--- config.mk ---
export PLATFORM = sky130hd
export DESIGN_NAME = tod_clock
export DESIGN_NICKNAME = d
export VERILOG_FILES = /design/src/rtl/tod_pkg.sv /design/src/rtl/tod_ctrl.sv /design/src/rtl/tod_datapath.sv /design/src/rtl/tod_clock.sv
export SDC_FILE = /design/constraint.sdc
export NUM_CORES = 1
export LEC_CHECK = 0
export ABC_AREA = 1
export ABC_CLOCK_PERIOD_IN_PS = 6400
export BUFFER_PORTS_ARGS = -buffer_cell sky130_fd_sc_hd__buf_2
export CORE_MARGIN = 8
export CORE_UTILIZATION = 30
export CTS_CLUSTER_SIZE = 16
export DETAILED_ROUTE_END_ITERATION = 10
export SLEW_MARGIN = 20
export SYNTH_ARGS = -nofsm -noshare
export SYNTH_HDL_FRONTEND = slang
export SYNTH_SLANG_ARGS = --single-unit
--- constraint.sdc ---
create_clock -name clk -period 6.4 [get_ports clk]
set_clock_uncertainty 0.05 [all_clocks]
set_input_delay 1.28 -clock clk [delete_from_list [all_inputs] [get_ports clk]]
set_output_delay 1.28 -clock clk [all_outputs]
set_load 0.05 [all_outputs]
--- src/rtl/tod_pkg.sv ---
package tod_pkg;
  localparam int REG_W  = 32;
  localparam int ADDR_W = 3;

  localparam logic [REG_W-1:0] CMD_PAUSE  = 32'd2;
  localparam logic [REG_W-1:0] CMD_RESUME = 32'd4;

  localparam logic [ADDR_W-1:0] ADDR_CTRL      = 3'd0;
  localparam logic [ADDR_W-1:0] ADDR_LOAD_LO   = 3'd1;
  localparam logic [ADDR_W-1:0] ADDR_LOAD_HI   = 3'd2;
  localparam logic [ADDR_W-1:0] ADDR_DRIFT_RST = 3'd3;
  localparam logic [ADDR_W-1:0] ADDR_DRIFT_CFG = 3'd4;
  localparam logic [ADDR_W-1:0] ADDR_TIME_LO   = 3'd5;
  localparam logic [ADDR_W-1:0] ADDR_TIME_HI   = 3'd6;

  typedef struct packed {
    logic loadLo;
    logic loadHi;
    logic snapLo;
  } dpStrobes_t;
endpackage

--- src/rtl/tod_ctrl.sv ---
module tod_ctrl
  import tod_pkg::*;
(
  input  logic                clk,
  input  logic                rstN,
  input  logic                wrEn,
  input  logic [ADDR_W-1:0]   wrAddr,
  input  logic [REG_W-1:0]    wrData,
  input  logic                rdEn,
  input  logic [ADDR_W-1:0]   rdAddr,
  input  logic [2*REG_W-1:0]  timeNow,
  input  logic [REG_W-1:0]    shadowHi,
  output logic [REG_W-1:0]    rdData,
  output logic                running,
  output logic                driftRst,
  output logic [REG_W-1:0]    driftCfg,
  output dpStrobes_t          strobes
);
  logic wrCtrl, wrDrst, wrCfg;

  assign wrCtrl = wrEn && (wrAddr == ADDR_CTRL);
  assign wrDrst = wrEn && (wrAddr == ADDR_DRIFT_RST);
  assign wrCfg  = wrEn && (wrAddr == ADDR_DRIFT_CFG) && driftRst;

  assign strobes.loadLo = wrEn && (wrAddr == ADDR_LOAD_LO) && !running;
  assign strobes.loadHi = wrEn && (wrAddr == ADDR_LOAD_HI) && !running;
  assign strobes.snapLo = rdEn && (rdAddr == ADDR_TIME_LO);

  always_ff @(posedge clk) begin
    if (!rstN) begin
      running  <= 1'b1;
      driftRst <= 1'b0;
      driftCfg <= '0;
    end else begin
      if (wrCtrl && wrData == CMD_PAUSE)       running <= 1'b0;
      else if (wrCtrl && wrData == CMD_RESUME) running <= 1'b1;
      if (wrDrst) driftRst <= wrData[0];
      if (wrCfg)  driftCfg <= wrData;
    end
  end

  always_comb begin
    rdData = '0;
    case (rdAddr)
      ADDR_CTRL:      rdData = {{(REG_W-1){1'b0}}, running};
      ADDR_DRIFT_RST: rdData = {{(REG_W-1){1'b0}}, driftRst};
      ADDR_DRIFT_CFG: rdData = driftCfg;
      ADDR_TIME_LO:   rdData = timeNow[REG_W-1:0];
      ADDR_TIME_HI:   rdData = shadowHi;
      default:        rdData = '0;
    endcase
  end

  AST_CFG_GUARDED: assert property (@(posedge clk) disable iff (!rstN)
    !driftRst |=> $stable(driftCfg));
  AST_BAD_CMD_KEEPS_RUN: assert property (@(posedge clk) disable iff (!rstN)
    (wrCtrl && wrData != CMD_PAUSE && wrData != CMD_RESUME) |=> $stable(running));
endmodule

--- src/rtl/tod_datapath.sv ---
module tod_datapath
  import tod_pkg::*;
#(
  parameter int STEP_NS  = 8,
  parameter int PERIOD_W = 28,
  parameter int MAG_W    = 3
) (
  input  logic               clk,
  input  logic               rstN,
  input  logic               running,
  input  logic               driftRst,
  input  logic [REG_W-1:0]   driftCfg,
  input  logic [REG_W-1:0]   loadData,
  input  dpStrobes_t         strobes,
  output logic [2*REG_W-1:0] timeNow,
  output logic [REG_W-1:0]   shadowHi
);
  localparam int TIME_W = 2 * REG_W;
  localparam int ACC_W  = PERIOD_W + 6;
  localparam logic [ACC_W-1:0]  STEP_ACC  = ACC_W'(STEP_NS);
  localparam logic [TIME_W-1:0] STEP_TIME = TIME_W'(STEP_NS);

  logic [PERIOD_W-1:0] periodRaw, periodEff;
  logic [MAG_W-1:0]    corrMag;
  logic                corrAdd;
  logic [ACC_W-1:0]    intervalNs, acc, accSum;
  logic                driftOn, corrDue;
  logic [TIME_W-1:0]   magTime, stepNow;

  assign periodRaw  = driftCfg[PERIOD_W-1:0];
  assign corrMag    = driftCfg[REG_W-2 -: MAG_W];
  assign corrAdd    = driftCfg[REG_W-1];
  assign periodEff  = (periodRaw == '0) ? PERIOD_W'(1) : periodRaw;
  assign intervalNs = {2'b00, periodEff, 4'b0000} + ACC_W'(8);

  assign driftOn = running && !driftRst && (driftCfg != '0);
  assign accSum  = acc + STEP_ACC;
  assign corrDue = driftOn && (accSum >= intervalNs);
  assign magTime = TIME_W'(corrMag);

  always_comb begin
    stepNow = STEP_TIME;
    if (corrDue) begin
      if (corrAdd)                 stepNow = STEP_TIME + magTime;
      else if (magTime > STEP_TIME) stepNow = '0;
      else                         stepNow = STEP_TIME - magTime;
    end
  end

  always_ff @(posedge clk) begin
    if (!rstN) begin
      acc <= '0;
    end else if (!driftOn) begin
      acc <= '0;
    end else if (corrDue) begin
      acc <= accSum - intervalNs;
    end else begin
      acc <= accSum;
    end
  end

  always_ff @(posedge clk) begin
    if (!rstN) begin
      timeNow  <= '0;
      shadowHi <= '0;
    end else begin
      if (strobes.loadLo)      timeNow[REG_W-1:0]      <= loadData;
      else if (strobes.loadHi) timeNow[TIME_W-1:REG_W] <= loadData;
      else if (running)        timeNow                 <= timeNow + stepNow;
      if (strobes.snapLo) shadowHi <= timeNow[TIME_W-1:REG_W];
    end
  end

  AST_PAUSED_HOLD: assert property (@(posedge clk) disable iff (!rstN)
    (!running && !strobes.loadLo && !strobes.loadHi) |=> $stable(timeNow));
  AST_NO_BACKWARDS: assert property (@(posedge clk) disable iff (!rstN)
    (running && !strobes.loadLo && !strobes.loadHi) |=> timeNow >= $past(timeNow));
  AST_NO_LOAD_RUNNING: assert property (@(posedge clk) disable iff (!rstN)
    running |-> !strobes.loadLo && !strobes.loadHi);
  AST_ACC_BELOW_INTERVAL: assert property (@(posedge clk) disable iff (!rstN)
    acc < intervalNs);
  AST_ACC_RESTART: assert property (@(posedge clk) disable iff (!rstN)
    (!running || driftRst) |=> acc == '0);
  AST_SHADOW_KEEP: assert property (@(posedge clk) disable iff (!rstN)
    !strobes.snapLo |=> $stable(shadowHi));
endmodule

--- src/rtl/tod_clock.sv ---
module tod_clock
  import tod_pkg::*;
#(
  parameter int STEP_NS  = 8,
  parameter int PERIOD_W = 28,
  parameter int MAG_W    = 3
) (
  input  logic              clk,
  input  logic              rstN,
  input  logic              wrEn,
  input  logic [ADDR_W-1:0] wrAddr,
  input  logic [REG_W-1:0]  wrData,
  input  logic              rdEn,
  input  logic [ADDR_W-1:0] rdAddr,
  output logic [REG_W-1:0]  rdData
);
  logic               running, driftRst;
  logic [REG_W-1:0]   driftCfg, shadowHi;
  logic [2*REG_W-1:0] timeNow;
  dpStrobes_t         strobes;

  tod_ctrl u_ctrl (
    .clk(clk), .rstN(rstN),
    .wrEn(wrEn), .wrAddr(wrAddr), .wrData(wrData),
    .rdEn(rdEn), .rdAddr(rdAddr),
    .timeNow(timeNow), .shadowHi(shadowHi), .rdData(rdData),
    .running(running), .driftRst(driftRst), .driftCfg(driftCfg),
    .strobes(strobes)
  );

  tod_datapath #(.STEP_NS(STEP_NS), .PERIOD_W(PERIOD_W), .MAG_W(MAG_W)) u_dp (
    .clk(clk), .rstN(rstN),
    .running(running), .driftRst(driftRst), .driftCfg(driftCfg),
    .loadData(wrData), .strobes(strobes),
    .timeNow(timeNow), .shadowHi(shadowHi)
  );
endmodule

# --- After elaboration in Yosys (flattened, before gate mapping) ---
# Cells that the tools add are included.
word_totals:
  register_bits: 164
  input_bits: 42
  out_inout_bits: 32
  wordCells: 65
classes:
  add_sub_neg: 6
  n_lt_le_gt_ge: 2
  n_eq_ne: 11
  mux: 12
  n_bitwise: 1
  n_reduce_logical: 26
ops:
  columns: ["cell", "count"]
  rows:
  - ["64-bit two-way mux", 4]
  - ["32-bit one-hot mux with 5 select lines", 1]
  - ["32-bit two-way mux", 3]
  - ["64-bit adder", 1]
  - ["34-bit by 4-bit adder with 34-bit output (second input constant)", 1]
  - ["34-bit >= comparator", 1]
  - ["34-bit two-way mux", 1]
  - ["34-bit subtractor", 1]
  - ["32-bit by 4-bit adder with 33-bit output (second input constant)", 1]
  - ["32-bit by 2-bit equality test with 1-bit output (second input constant)", 1]
  - ["32-bit by 3-bit equality test with 1-bit output (second input constant)", 1]
  - ["32-bit nonzero test", 1]
  - ["28-bit zero test", 1]
  - ["28-bit two-way mux", 1]
  - ["1-bit logical AND", 14]
  - ["3-bit equality test (second input constant)", 4]
  - ["3-bit by 2-bit equality test with 1-bit output (second input constant)", 3]
  - ["3-bit zero test", 2]
  - ["2-bit AND reduction", 3]
  - ["2-bit nonzero test", 3]
  - ["4-bit by 3-bit adder with 5-bit output (first input constant)", 1]
  - ["4-bit by 3-bit subtractor with 5-bit output (first input constant)", 1]
  - ["3-bit by 4-bit > comparator with 1-bit output (second input constant)", 1]
  - ["3-bit by 1-bit equality test with 1-bit output (second input constant)", 1]
  - ["4 further kinds", 6]

# --- Depth between registers and ports, before layout ---
# Gate-level depths: netlist (run 1).
depth:
  depth_word: 10
  ltp_mapped: 37
  ltp_nobuf: 36

# --- Modules after synthesis ---
# A second synthesis (run 1) with hierarchy kept.
hier_totals:
  hier_cells: 1878
  hier_area_um2: 11825.1
modules_own_cells:
  columns: ["mod", "n_inst", "cells_per_inst", "area_each_um2", "seq_area_each_um2"]
  rows:
  - ["tod_datapath", 1, 1564, 9620.5, 2542.4]
  - ["tod_ctrl", 1, 314, 2204.6, 680.7]

# --- Worst setup path before layout (run 1) ---
# No wires, ideal clock.
synth_path:
  path_type: "reg2reg"
  start: "register u_dp.acc[3]"
  end: "register u_dp.timeNow[46]"
  setup_ns: 0.070
  arrival_ns: 4.677
  required_ns: 6.280
  setup_slack_ns: 1.603
  stages_incl_launch_ff: 36
  path_buffers: 1
  period_less_slack_ns: 4.797
  path_cell_list: "dfxtp_1 -> ha_1 -> nand2_1 -> inv_1 -> nand3_2 -> nor2_1 -> nand3_1 -> or3_4 -> nor2_1 -> xor2_1 -> ha_1 -> nand2_1 -> nor2_1 -> nand2_1 -> nor2_1 -> nand2_1 -> nand3_1 -> nand4_1 -> nand2_2 -> nand2_4 -> buf_6 -> a211oi_1 -> fa_1 -> nand2_1 -> nand2_1 -> o21ai_1 -> inv_1 -> nand4_2 -> nor2_2 -> nand2_2 -> nor3_2 -> inv_2 -> nor2_4 -> inv_1 -> or2_0 -> a21oi_1"
synth_between:
  elab_chain_len: 7
synth_rtl:
  columns: ["item", "line", "text"]
  rows:
  - ["from (decl)", "tod_datapath.sv:26", "logic [ACC_W-1:0] intervalNs, acc, accSum;"]
  - ["from (signal assigned)", "tod_datapath.sv:56", "acc <= accSum - intervalNs;"]
  - ["from (signal assigned)", "tod_datapath.sv:58", "acc <= accSum;"]
  - ["34-bit by 4-bit adder with 34-bit output", "tod_datapath.sv:37", "assign accSum = acc + STEP_ACC;"]
  - ["34-bit >= comparator", "tod_datapath.sv:38", "assign corrDue = driftOn && (accSum >= intervalNs);"]
  - ["1-bit logical AND", "tod_datapath.sv:38", null]
  - ["64-bit two-way mux", "tod_datapath.sv:43", "if (corrDue) begin"]
  - ["64-bit adder", "tod_datapath.sv:69", "else if (running) timeNow <= timeNow + stepNow;"]
  - ["64-bit two-way mux", "tod_datapath.sv:69", null]
  - ["32-bit two-way mux", "tod_datapath.sv:68", "else if (strobes.loadHi) timeNow[TIME_W-1:REG_W] <= loadData;"]
  - ["to (signal, indexed assignment)", "tod_datapath.sv:67", "if (strobes.loadLo) timeNow[REG_W-1:0] <= loadData;"]
  - ["to (signal, indexed assignment)", "tod_datapath.sv:68", null]
  - ["to (signal assigned)", "tod_datapath.sv:69", null]
  - ["to (decl)", "tod_datapath.sv:15", "output logic [2*REG_W-1:0] timeNow,"]
# Every way passes these cells. The select of a mux whose other input is x is not followed.
# A chain may end at the register's enable or synchronous reset.

# --- Final worst setup path (run 1) ---
layout_path:
  start: "register u_dp.acc[3]"
  end: "register u_dp.timeNow[56]"
# The elaborated chain is that of the path after synthesis.

==> impl_metrics.env, run 1 <==
export IMPL_die_height_um=212
export IMPL_cts_num_sinks=161
export IMPL_grt_overflow_total=0
export IMPL_vias_per_cell=5.38
export IMPL_gr_usage_all_layers_pct=21.1
export IMPL_critPathCaptureType="flop"
export IMPL_wire_per_inst_um=20.4
export IMPL_critPathLaunchType="flop"
export IMPL_routabilityCongestion=0.976
export IMPL_power_leakage_uw=0.00515
export IMPL_timing_slew_headroom_pct=24.6
export IMPL_synth_edf_count=0
export IMPL_outcome="completed"
export IMPL_placed_cells=2340
export IMPL_setup_viol=0
export IMPL_nFillCells=4181
export IMPL_cts_hold_buffers=0
export IMPL_synth_top_area_share_pct=28.0
export IMPL_dr_pass1_iters=5
export IMPL_fin_ws_ns=0.677
export IMPL_synth_fa_ha_area_share_pct=3.97
export IMPL_ys_warn_count=0
export IMPL_cp_startpoint="u_dp.acc[3]"
export IMPL_rrSetupSlack_ns=0.68
export IMPL_avgSynthCellArea_um2=6.40
export IMPL_layout_drive_gt1_share_pct=10.0
export IMPL_synth_xor_xnor_area_share_pct=4.94
export IMPL_start_util_pct=30.1
export IMPL_yosys_area_share_simple_pct=32.8
export IMPL_cp_required_ns=6.72
export IMPL_p_per_area_nw_per_um2=184
export IMPL_ys_flop_type="dfxtp_1"
export IMPL_reg2reg_depth=34
export IMPL_ys_top_cells_by_area="dfxtp_1, nand2_1, a21oi_1, inv_1, nor2_1"
export IMPL_fin_crit_sh_pct=89.4
export IMPL_synth_top_family_by_area="simple AND/OR/NAND/NOR gates"
export IMPL_crit_slowest_cell="dfxtp_1"
export IMPL_antenna_found_initial=1
export IMPL_r2r_start="u_dp.acc[3]"
export IMPL_die_x_um=212
export IMPL_final_antenna_net_count=0
export IMPL_first_global_vias=12100
export IMPL_worstPathMaxFanout=23
export IMPL_ys_seq_area_share_pct=28.0
export IMPL_path_clk_slew_ns=0.07
export IMPL_maxCapViolCount=0
export IMPL_diodes=0
export IMPL_cts_tree="done"
export IMPL_cts_root_buf="clkbuf_16"
export IMPL_slew_violations=0
export IMPL_hold_class="reg -> reg"
export IMPL_worstSkewPairLatency_ns=0.44
export IMPL_clockBufferDepth=2
export IMPL_place_worst_setup_slack_ns=0.573
export IMPL_critPathCapture="u_dp.timeNow[56]"
export IMPL_hold_viol_final=0
export IMPL_syn_area_um2=11500
export IMPL_grt_first_pass_wirelength_um=72800
export IMPL_crit_type="reg -> reg"
export IMPL_dp_hpwl_um=37800
export IMPL_rsz0062_at_grt="false"
export IMPL_syn2layout_area_growth_pct=12.5
export IMPL_synthDistinctLibCells=54
export IMPL_synthArstFlopShare_pct=0
export IMPL_timing_rr_end="u_dp.timeNow[56]"
export IMPL_die_area_um2=45000
export IMPL_timing_hold_ws_ns=0.413
export IMPL_drt_iter0_drc=1378
export IMPL_htree_levels=4
export IMPL_final_cell_count_no_fill=2369
export IMPL_cpPeakStageDelay_ns=0.38
export IMPL_rows=72
export IMPL_grt_max_degree=75
export IMPL_setup_tns_final_ns=0
export IMPL_io_pins=74
export IMPL_worst_pin_slew_ns=1.13
export IMPL_fmax_ghz=0.175
export IMPL_fp_coreArea_um2=38300
export IMPL_holdPathStages=2
export IMPL_synth_seq_cells=161
export IMPL_ir_drop_uv=190
export IMPL_drc=0
export IMPL_wirelength_um=48300
export IMPL_cts_buffers=17
export IMPL_synth_nets=1878
export IMPL_io_buffers=73
export IMPL_dr_total_vias=12700
export IMPL_synth_compound_area_share_pct=20.6
export IMPL_synthMuxAreaShare_pct=0
export IMPL_cp_arrival_ns=6.04
export IMPL_synth_top_area_cell="dfxtp_1"
export IMPL_fin_crit_ns=5.72
export IMPL_fin_nets=1919
export IMPL_syn_inst=1800
cell usage after synthesis (4+ instances only):
master,n
a21boi_0,4
o211ai_1,14
nor3_1,40
dfxtp_1,161
nand2_1,410
buf_1,6
nand3_1,107
nor4_1,13
o221ai_1,44
a31oi_1,32
a21o_1,5
o22ai_1,4
nand4_1,30
or2_0,6
inv_1,216
nor2_2,12
xor2_1,54
clkbuf_1,51
nand2_2,9
ha_1,35
a21oi_2,8
a21oi_1,163
buf_6,5
nor2_4,7
nand3b_1,4
or2_2,5
nor2_1,188
a31o_2,4
a211oi_1,5
xnor2_1,11
o21ai_1,15
nor3_2,5
o21ai_0,90
worst max-delay path, delay by kind of cell, from the launching register on:
kind                       cells  cell delay [ns]
DFF                            1             0.38
xor gates and xnor gates       1             0.28
and+or+nand+nor               24             3.34
adders and majority gates      4             0.91
buffers and inverters          3             0.48
AOI/OAI and AO/OA              2             0.21
worst min-delay path by stage:
stage | slack (ns) | from | end
after CTS | 0.41 | u_dp.shadowHi[20] | u_dp.shadowHi[20]
after global placement | 0.40 | u_dp.shadowHi[29] | u_dp.shadowHi[29]
after global routing | 0.43 | u_dp.shadowHi[31] | u_dp.shadowHi[31]
final | 0.41 | u_dp.shadowHi[20] | u_dp.shadowHi[20]
after detailed placement | 0.40 | u_dp.shadowHi[20] | u_dp.shadowHi[20]
after floorplan | 0.38 | u_dp.shadowHi[18] | u_dp.shadowHi[18]
through the flow:
step	instance area (um2)	total power [uW]	utilization, %
6_report	13000	2390	33.9
5_1_grt	13000	2460	33.9
2_1_floorplan	11500	1240	-
4_1_cts	13000	2390	33.8
3_5_place_dp	12400	1340	32.3
3_3_place_gp	12400	1340	32.3
registers in the layout, summed over array words and instances (netlist names):
signal and flops:
u_ctrl.driftCfg 32, u_ctrl.driftRst 1, u_ctrl.running 1, u_dp.acc 31, u_dp.shadowHi 32, u_dp.timeNow 64
where the power goes:
part / total [uW] / internal (uW) / leakage, uW / switching [uW]
clock network: 1060 / 617 / 0.000284 / 446
logic: 314 / 88.5 / 0.00357 / 225
registers: 1010 / 1010 / 0.00130 / 6.61
total: 2390 / 1710 / 0.00515 / 677
per-layer routing:
layer	wire length [um]	GRT usage, %
met5	13	0
met4	1440	7.43
met3	3360	3.76
met2	23000	35.8
met1	20500	26.6
cells in the final DEF (no fill, tap or decap), types with 12 or more instances in the layout:
cell type / synthesis / final
buf_2: 1 / 73
a31oi_1: 32 / 32
nor3_1: 40 / 39
o221ai_1: 44 / 44
nor4_1: 13 / 13
o21ai_1: 15 / 15
nand2_1: 410 / 409
nand4_1: 30 / 30
dfxtp_1: 161 / 160
ha_1: 35 / 35
a21oi_1: 163 / 163
buf_4: 0 / 13
nor2_2: 12 / 12
nand3_1: 107 / 106
o21ai_0: 90 / 90
inv_1: 216 / 215
xor2_1: 54 / 54
o211ai_1: 14 / 14
clkbuf_16: 0 / 17
nor2_1: 188 / 188
layout make-up:
type | instances | area [um2] | share of cell area (%)
multi-input combinational | 1353 | 7210 | 55.6
inverter | 222 | 838 | 6.46
timing repair buffer | 86 | 463 | 3.57
tap | 518 | 648 | 5.00
sequential | 161 | 3220 | 24.9
clock inverter | 10 | 139 | 1.07
clock buffer | 19 | 443 | 3.42
repair_timing:
item,in CTS,in global routing
resized for setup,0,2
endpoints found under the setup margin,0,3
setup buffers,0,0
kinds of logic after synthesis:
family / after synthesis
xor+xnor: 65
fa+ha+maj: 36
buf+inv: 286
compound gates: 401
flops: 161
simple gates: 851
Note: power is estimated with default switching activity, not from simulation.
==> inputs of run 2 (changes only) <==
--- a/constraint.sdc
+++ b/constraint.sdc
@@ -4,2 +4,2 @@
 set_output_delay 1.28 -clock clk [all_outputs]
-set_load 0.05 [all_outputs]
+set_load 0.01 [all_outputs]
==> impl_metrics.env, run 2 (synthesis gave the netlist of run 1 again) <==
export IMPL_setup_viol=0
export IMPL_fin_nets=1919
export IMPL_dp_hpwl_um=37800
export IMPL_cts_buffers=17
export IMPL_wirelength_um=48400
export IMPL_htree_levels=4
export IMPL_grt_use_met1_pct=26.4
export IMPL_worst_pin_slew_ns=1.14
export IMPL_io_pins=74
export IMPL_drt_iter0_drc=1356
export IMPL_power_leakage_uw=0.00513
export IMPL_critPathMostFrequentCell="a21oi_1"
export IMPL_largest_reg_flops=64
export IMPL_layout_drive_gt1_share_pct=10.0
export IMPL_diodes=0
export IMPL_maxCapViolCount=0
export IMPL_ir_drop_uv=184
export IMPL_mostFrequentLayoutCell="nand2_1"
export IMPL_r2r_start="u_dp.acc[3]"
export IMPL_rows=72
export IMPL_grt_use_met3_pct=3.57
export IMPL_seqCellArea_um2=3220
export IMPL_fin_crit_sh_pct=89.8
export IMPL_first_global_vias=12100
export IMPL_io_buffers=73
export IMPL_vias_per_cell=5.37
export IMPL_clockBufferDepth=2
export IMPL_p_per_area_nw_per_um2=183
export IMPL_die_x_um=212
export IMPL_syn2layout_area_growth_pct=12.4
export IMPL_final_antenna_net_count=0
export IMPL_hold_start="u_dp.shadowHi[25]"
export IMPL_grt_max_degree=75
export IMPL_cpPeakStageDelay_ns=0.40
export IMPL_place_area_um2=12400
export IMPL_worstPathMaxFanout=23
export IMPL_reg_largest_list="u_dp.timeNow: 64 flops, u_ctrl.driftCfg: 32 flops, u_dp.shadowHi: 32 flops"
export IMPL_nFillCells=4262
export IMPL_fin_crit_ns=5.75
export IMPL_outcome="completed"
export IMPL_grt_first_pass_wirelength_um=73000
export IMPL_die_height_um=212
export IMPL_gr_usage_all_layers_pct=21.1
export IMPL_grt_overflow_total=0
export IMPL_cp_required_ns=6.73
export IMPL_crit_slowest_cell="nor3_2"
export IMPL_met2_usage_pct=36.1
export IMPL_critPathCaptureType="flop"
export IMPL_cts_setup_buffers=0
export IMPL_max_flop_register="u_dp.timeNow"
export IMPL_hold_class="reg -> reg"
export IMPL_fp_coreArea_um2=38300
export IMPL_dr_total_vias=12700
export IMPL_cp_arrival_ns=6.08
export IMPL_rsz0062_at_grt="false"
export IMPL_reg2reg_depth=28
export IMPL_setup_tns_final_ns=0
export IMPL_antenna_found_initial=0
export IMPL_start_util_pct=30.1
export IMPL_cts_tree="done"
export IMPL_timing_rr_end="u_dp.timeNow[47]"
export IMPL_final_cell_mix="nand2_1, inv_1, nor2_1"
export IMPL_fmax_ghz=0.174
export IMPL_cts_root_buf="clkbuf_16"
export IMPL_hold_viol_final=0
export IMPL_critPathLaunchType="flop"
export IMPL_multi_input_area_um2=7210
export IMPL_routabilityCongestion=0.970
export IMPL_critPathCapture="u_dp.timeNow[47]"
export IMPL_cts_num_sinks=161
export IMPL_worstSkewPairLatency_ns=0.45
export IMPL_cp_startpoint="u_dp.acc[3]"
export IMPL_die_area_um2=45000
export IMPL_grt_busiest_layer="met2"
export IMPL_timing_slew_headroom_pct=24.0
export IMPL_path_clk_slew_ns=0.07
export IMPL_drc=0
export IMPL_rrSetupSlack_ns=0.65
export IMPL_crit_type="reg -> reg"
export IMPL_dr_pass1_iters=5
export IMPL_stdcell_area_um2=13000
export IMPL_slew_violations=0
export IMPL_wire_per_inst_um=20.4
## run 2: cell count changes in the layout (fill, tap and decap cells not counted), sizes merged
cell and delta:
clkbuf +2, inv +2, clkinvlp +4, clkinv -4, bufinv -1
## run 2: power by group
part,internal [uW],total (uW),switching [uW]
clock network,578,1050,471
registers,1010,1010,6.31
logic,88.5,310,222
total,1670,2370,699
## run 2: routing by layer
metal | wire length (um) | vias up
li1 | - | 6131
met1 | 20400 | 6002
met2 | 23000 | 525
met3 | 3470 | 91
met4 | 1580 | 0
met5 | 0 | -
## run 2: worst max-delay path, delay by kind of cell (launching register included)
kind                     cells  cell delay, ns
AO/OA/AOI/OAI                5            0.89
XOR/XNOR                     1            0.29
adder cells (fa/ha/maj)      3            0.89
buffers and inverters        1            0.11
flip-flops                   1            0.39
AND/OR/NAND/NOR             18            3.06
## run 2: worst min-delay path by stage
stage	end	slack (ns)	cells after the start
floorplan	u_dp.shadowHi[18]	0.38	2
global placement	u_dp.shadowHi[31]	0.40	2
detailed placement	u_dp.shadowHi[19]	0.41	2
CTS	u_dp.shadowHi[1]	0.42	2
global route	u_dp.shadowHi[27]	0.44	2
finish	u_dp.shadowHi[25]	0.41	2
## run 2: through the flow
step | setup WS, ns | std cells | total power, uW | hold WS [ns] | utilization, %
final | 0.653 | 2372 | 2370 | 0.415 | 33.9
after global routing | 0.0141 | 2372 | 2450 | 0.436 | 33.9
after floorplan | 1.60 | 1800 | 1230 | 0.379 | -
after detailed placement | 0.602 | 2340 | 1340 | 0.406 | 32.3
after CTS | 0.581 | 2372 | 2370 | 0.417 | 33.8
after global placement | 0.699 | 2340 | 1340 | 0.402 | 32.3
## run 2: repair_timing
action | in CTS | in global routing
resized for setup | 0 | 2
setup endpoints to repair | 0 | 6
endpoints found under the hold margin | 0 | 0
hold buffers | 0 | 0
## run 2: cell type report
cell class	count	area share, %
clock buffer	21	3.40
tap	518	5.00
multi-input combinational	1353	55.7
timing repair buffer	86	3.57
inverter	222	6.47
clock inverter	11	1.02
sequential	161	24.9
==> inputs of run 3 (changes only) <==
ABC_AREA = unset   (was 1)
ABC_CLOCK_PERIOD_IN_PS = 5950   (was 6400)
CTS_BUF_LIST = sky130_fd_sc_hd__clkbuf_16   (was unset)
clock period = 5.95 ns   (was 6.4 ns; I/O delays follow)
==> impl_metrics.env, run 3 <==
export IMPL_syn_area_um2=10700
export IMPL_drc=0
export IMPL_fin_crit_sh_pct=94.9
export IMPL_dr_pass1_iters=5
export IMPL_drt_iter0_drc=692
export IMPL_clockBufferDepth=2
export IMPL_critPathLaunchType="flop"
export IMPL_slew_violations=0
export IMPL_synthDistinctLibCells=76
export IMPL_final_antenna_net_count=0
export IMPL_clkPwrFrac_pct=46.0
export IMPL_vias_per_cell=5.41
export IMPL_setup_viol=0
export IMPL_crit_type="reg -> reg"
export IMPL_outcome="completed"
export IMPL_syn2layout_area_growth_pct=14.3
export IMPL_dp_hpwl_um=25700
export IMPL_avgSynthCellArea_um2=7.61
export IMPL_grt_overflow_total=0
export IMPL_cts_buffers=17
export IMPL_comb_power_share_pct=7.4
export IMPL_die_area_um2=41900
export IMPL_cp_arrival_ns=5.94
export IMPL_worstPathMaxFanout=6
export IMPL_maxCapViolCount=0
export IMPL_cts_num_sinks=161
export IMPL_final_cell_count_no_fill=1930
export IMPL_wire_per_inst_um=17.9
export IMPL_synth_top_area_cell="dfxtp_1"
export IMPL_ys_seq_area_share_pct=30.1
export IMPL_max_flop_register="u_dp.timeNow"
export IMPL_ys_flop_type="dfxtp_1"
export IMPL_path_clk_slew_ns=0.07
export IMPL_antenna_found_initial=0
export IMPL_grt_first_pass_wirelength_um=54700
export IMPL_ys_warn_count=0
export IMPL_ys_top_cells_by_area="dfxtp_1, nand2_1, a21oi_1, mux2i_1, o21ai_0"
export IMPL_hold_class="reg -> reg"
export IMPL_cts_tree="done"
export IMPL_ir_drop_uv=191
export IMPL_final_cell_mix="nand2_1, dfxtp_1, a21oi_1"
export IMPL_start_util_pct=30.3
export IMPL_synth_seq_cells=161
export IMPL_synth_edf_count=0
export IMPL_critPathCaptureType="flop"
export IMPL_first_global_vias=10000
export IMPL_timing_slew_headroom_pct=35.3
export IMPL_die_x_um=205
export IMPL_hold_viol_final=0
export IMPL_synth_nets=1483
export IMPL_routabilityCongestion=0.901
export IMPL_power_leakage_uw=0.00454
export IMPL_fin_crit_ns=5.65
export IMPL_p_sw_uw=605
export IMPL_synth_most_common_cell="nand2_1"
export IMPL_fin_ws_ns=0.301
export IMPL_cp_required_ns=6.24
export IMPL_dr_total_vias=10400
export IMPL_fp_coreArea_um2=35300
export IMPL_synthArstFlopShare_pct=0
export IMPL_wirelength_um=34600
export IMPL_fmax_ghz=0.177
export IMPL_timing_hold_ws_ns=0.407
export IMPL_cts_root_buf="clkbuf_16"
export IMPL_switching_share_pct=26.0
export IMPL_diodes=0
export IMPL_synth_common_cells="nand2_1, dfxtp_1, a21oi_1"
export IMPL_rows=69
export IMPL_io_buffers=73
export IMPL_die_height_um=205
export IMPL_io_pins=74
export IMPL_reg_largest_list="u_dp.timeNow: 64 flops, u_ctrl.driftCfg: 32 flops, u_dp.shadowHi: 32 flops"
export IMPL_place_worst_setup_slack_ns=0.173
export IMPL_p_per_area_nw_per_um2=190
export IMPL_largest_reg_flops=64
export IMPL_gr_usage_all_layers_pct=16.2
export IMPL_layout_drive_gt1_share_pct=14.4
export IMPL_fin_nets=1535
export IMPL_worst_pin_slew_ns=0.967
export IMPL_worstSkewPairLatency_ns=0.43
export IMPL_mostFrequentLayoutCell="nand2_1"
export IMPL_syn_inst=1405
export IMPL_internal_power_uw=1720
export IMPL_placed_cells=1897
export IMPL_grt_max_degree=94
export IMPL_htree_levels=4
export IMPL_synth_top_area_share_pct=30.1
export IMPL_power_frac_seq_pct=46.6
## run 3: changes by cell type in the layout (fill, tap and decap cells not counted), moves of 26 or more
cell / change
nand2_1: -185
inv_1: -165
nor2_1: -91
nand3_1: -64
mux2i_1: +54
o221ai_1: -38
and2_1: +36
xnor2_1: +34
a31oi_1: -27
buf_4: +26
## run 3: logic make-up (layout without fill, tap and decap cells)
| kind of cell | Yosys count | in the layout | synth area share, % |
|---|---|---|---|
| AND/OR/NAND/NOR | 563 | 563 | 26.0 |
| AO/OA/AOI/OAI | 356 | 356 | 20.7 |
| flip-flops | 161 | 161 | 30.1 |
| XOR/XNOR | 86 | 86 | 7.04 |
| multiplexers | 74 | 74 | 7.16 |
| buffers and inverters | 129 | 193 | 4.73 |
| adder cells (fa/ha/maj) | 36 | 36 | 4.28 |
## run 3: worst paths after layout
check	startpoint	to	slack [ns]	cells past startpoint
hold reg to reg	u_dp.shadowHi[16]	u_dp.shadowHi[16]	0.41	2
setup reg to reg	u_dp.acc[5]	u_dp.timeNow[56]	0.30	22
setup / recovery	u_dp.acc[5]	u_dp.timeNow[56]	0.30	22
hold / removal	u_dp.shadowHi[16]	u_dp.shadowHi[16]	0.41	2
## run 3: per-stage QoR
stage / power, uW / instance area [um2] / util (%) / TNS, ns
floorplan: 1210 / 10700 / - / 0
global placement: 1270 / 11600 / 32.9 / 0
detailed placement: 1270 / 11600 / 32.9 / 0
CTS: 2340 / 12200 / 34.4 / 0
global route: 2410 / 12200 / 34.6 / -0.00212
finish: 2320 / 12200 / 34.6 / 0
## run 3: layout make-up
type,instances,area (um2)
Clock buffer,17,425
Sequential cell,161,3220
Inverter,50,188
Timing Repair Buffer,112,658
Multi-Input combinational cell,1115,7020
Tap cell,461,577
Fill cell,3706,23100
Clock inverter,14,133
## run 3: power groups by stage
stage	registers, uW	logic (uW)	clock network, uW
after global placement	1110	167	0
final	1080	171	1070
after CTS	1080	168	1090
after detailed placement	1110	167	0
after floorplan	1110	98.8	0
after global routing	1080	183	1150
## run 3: per-layer routing
layer	global-route usage, %	part of all wire (%)	vias up
met3	2.40	6.5	38
met2	28.3	49	388
met1	20.7	43	4927
li1	-	-	5090
met4	3.83	1.5	0
met5	0	0	-
## run 3: timing repair
item,in CTS,in global routing
setup endpoints to repair,0,46
resized for setup,0,12
buffers inserted,0,2
hold buffers,0,0
## run 3: worst max-delay path: stages (launching register included)
cell and delay [ns]:
dfxtp_1 0.41, nand4_1 0.16, or4_1 0.63, nor3_2 0.17, nand3_1 0.12, xnor2_1 0.18
ha_2 0.41, nand4_1 0.09, or4_1 0.41, or4_1 0.43, nand3_2 0.11, nor4_4 0.06
nand2_2 0.10, nand2_1 0.10, or3_1 0.41, ha_1 0.37, a21o_1 0.18, nand2b_2 0.13
nor3_4 0.21, nand2_1 0.14, nor4_1 0.36, xnor2_1 0.10, a211oi_1 0.23
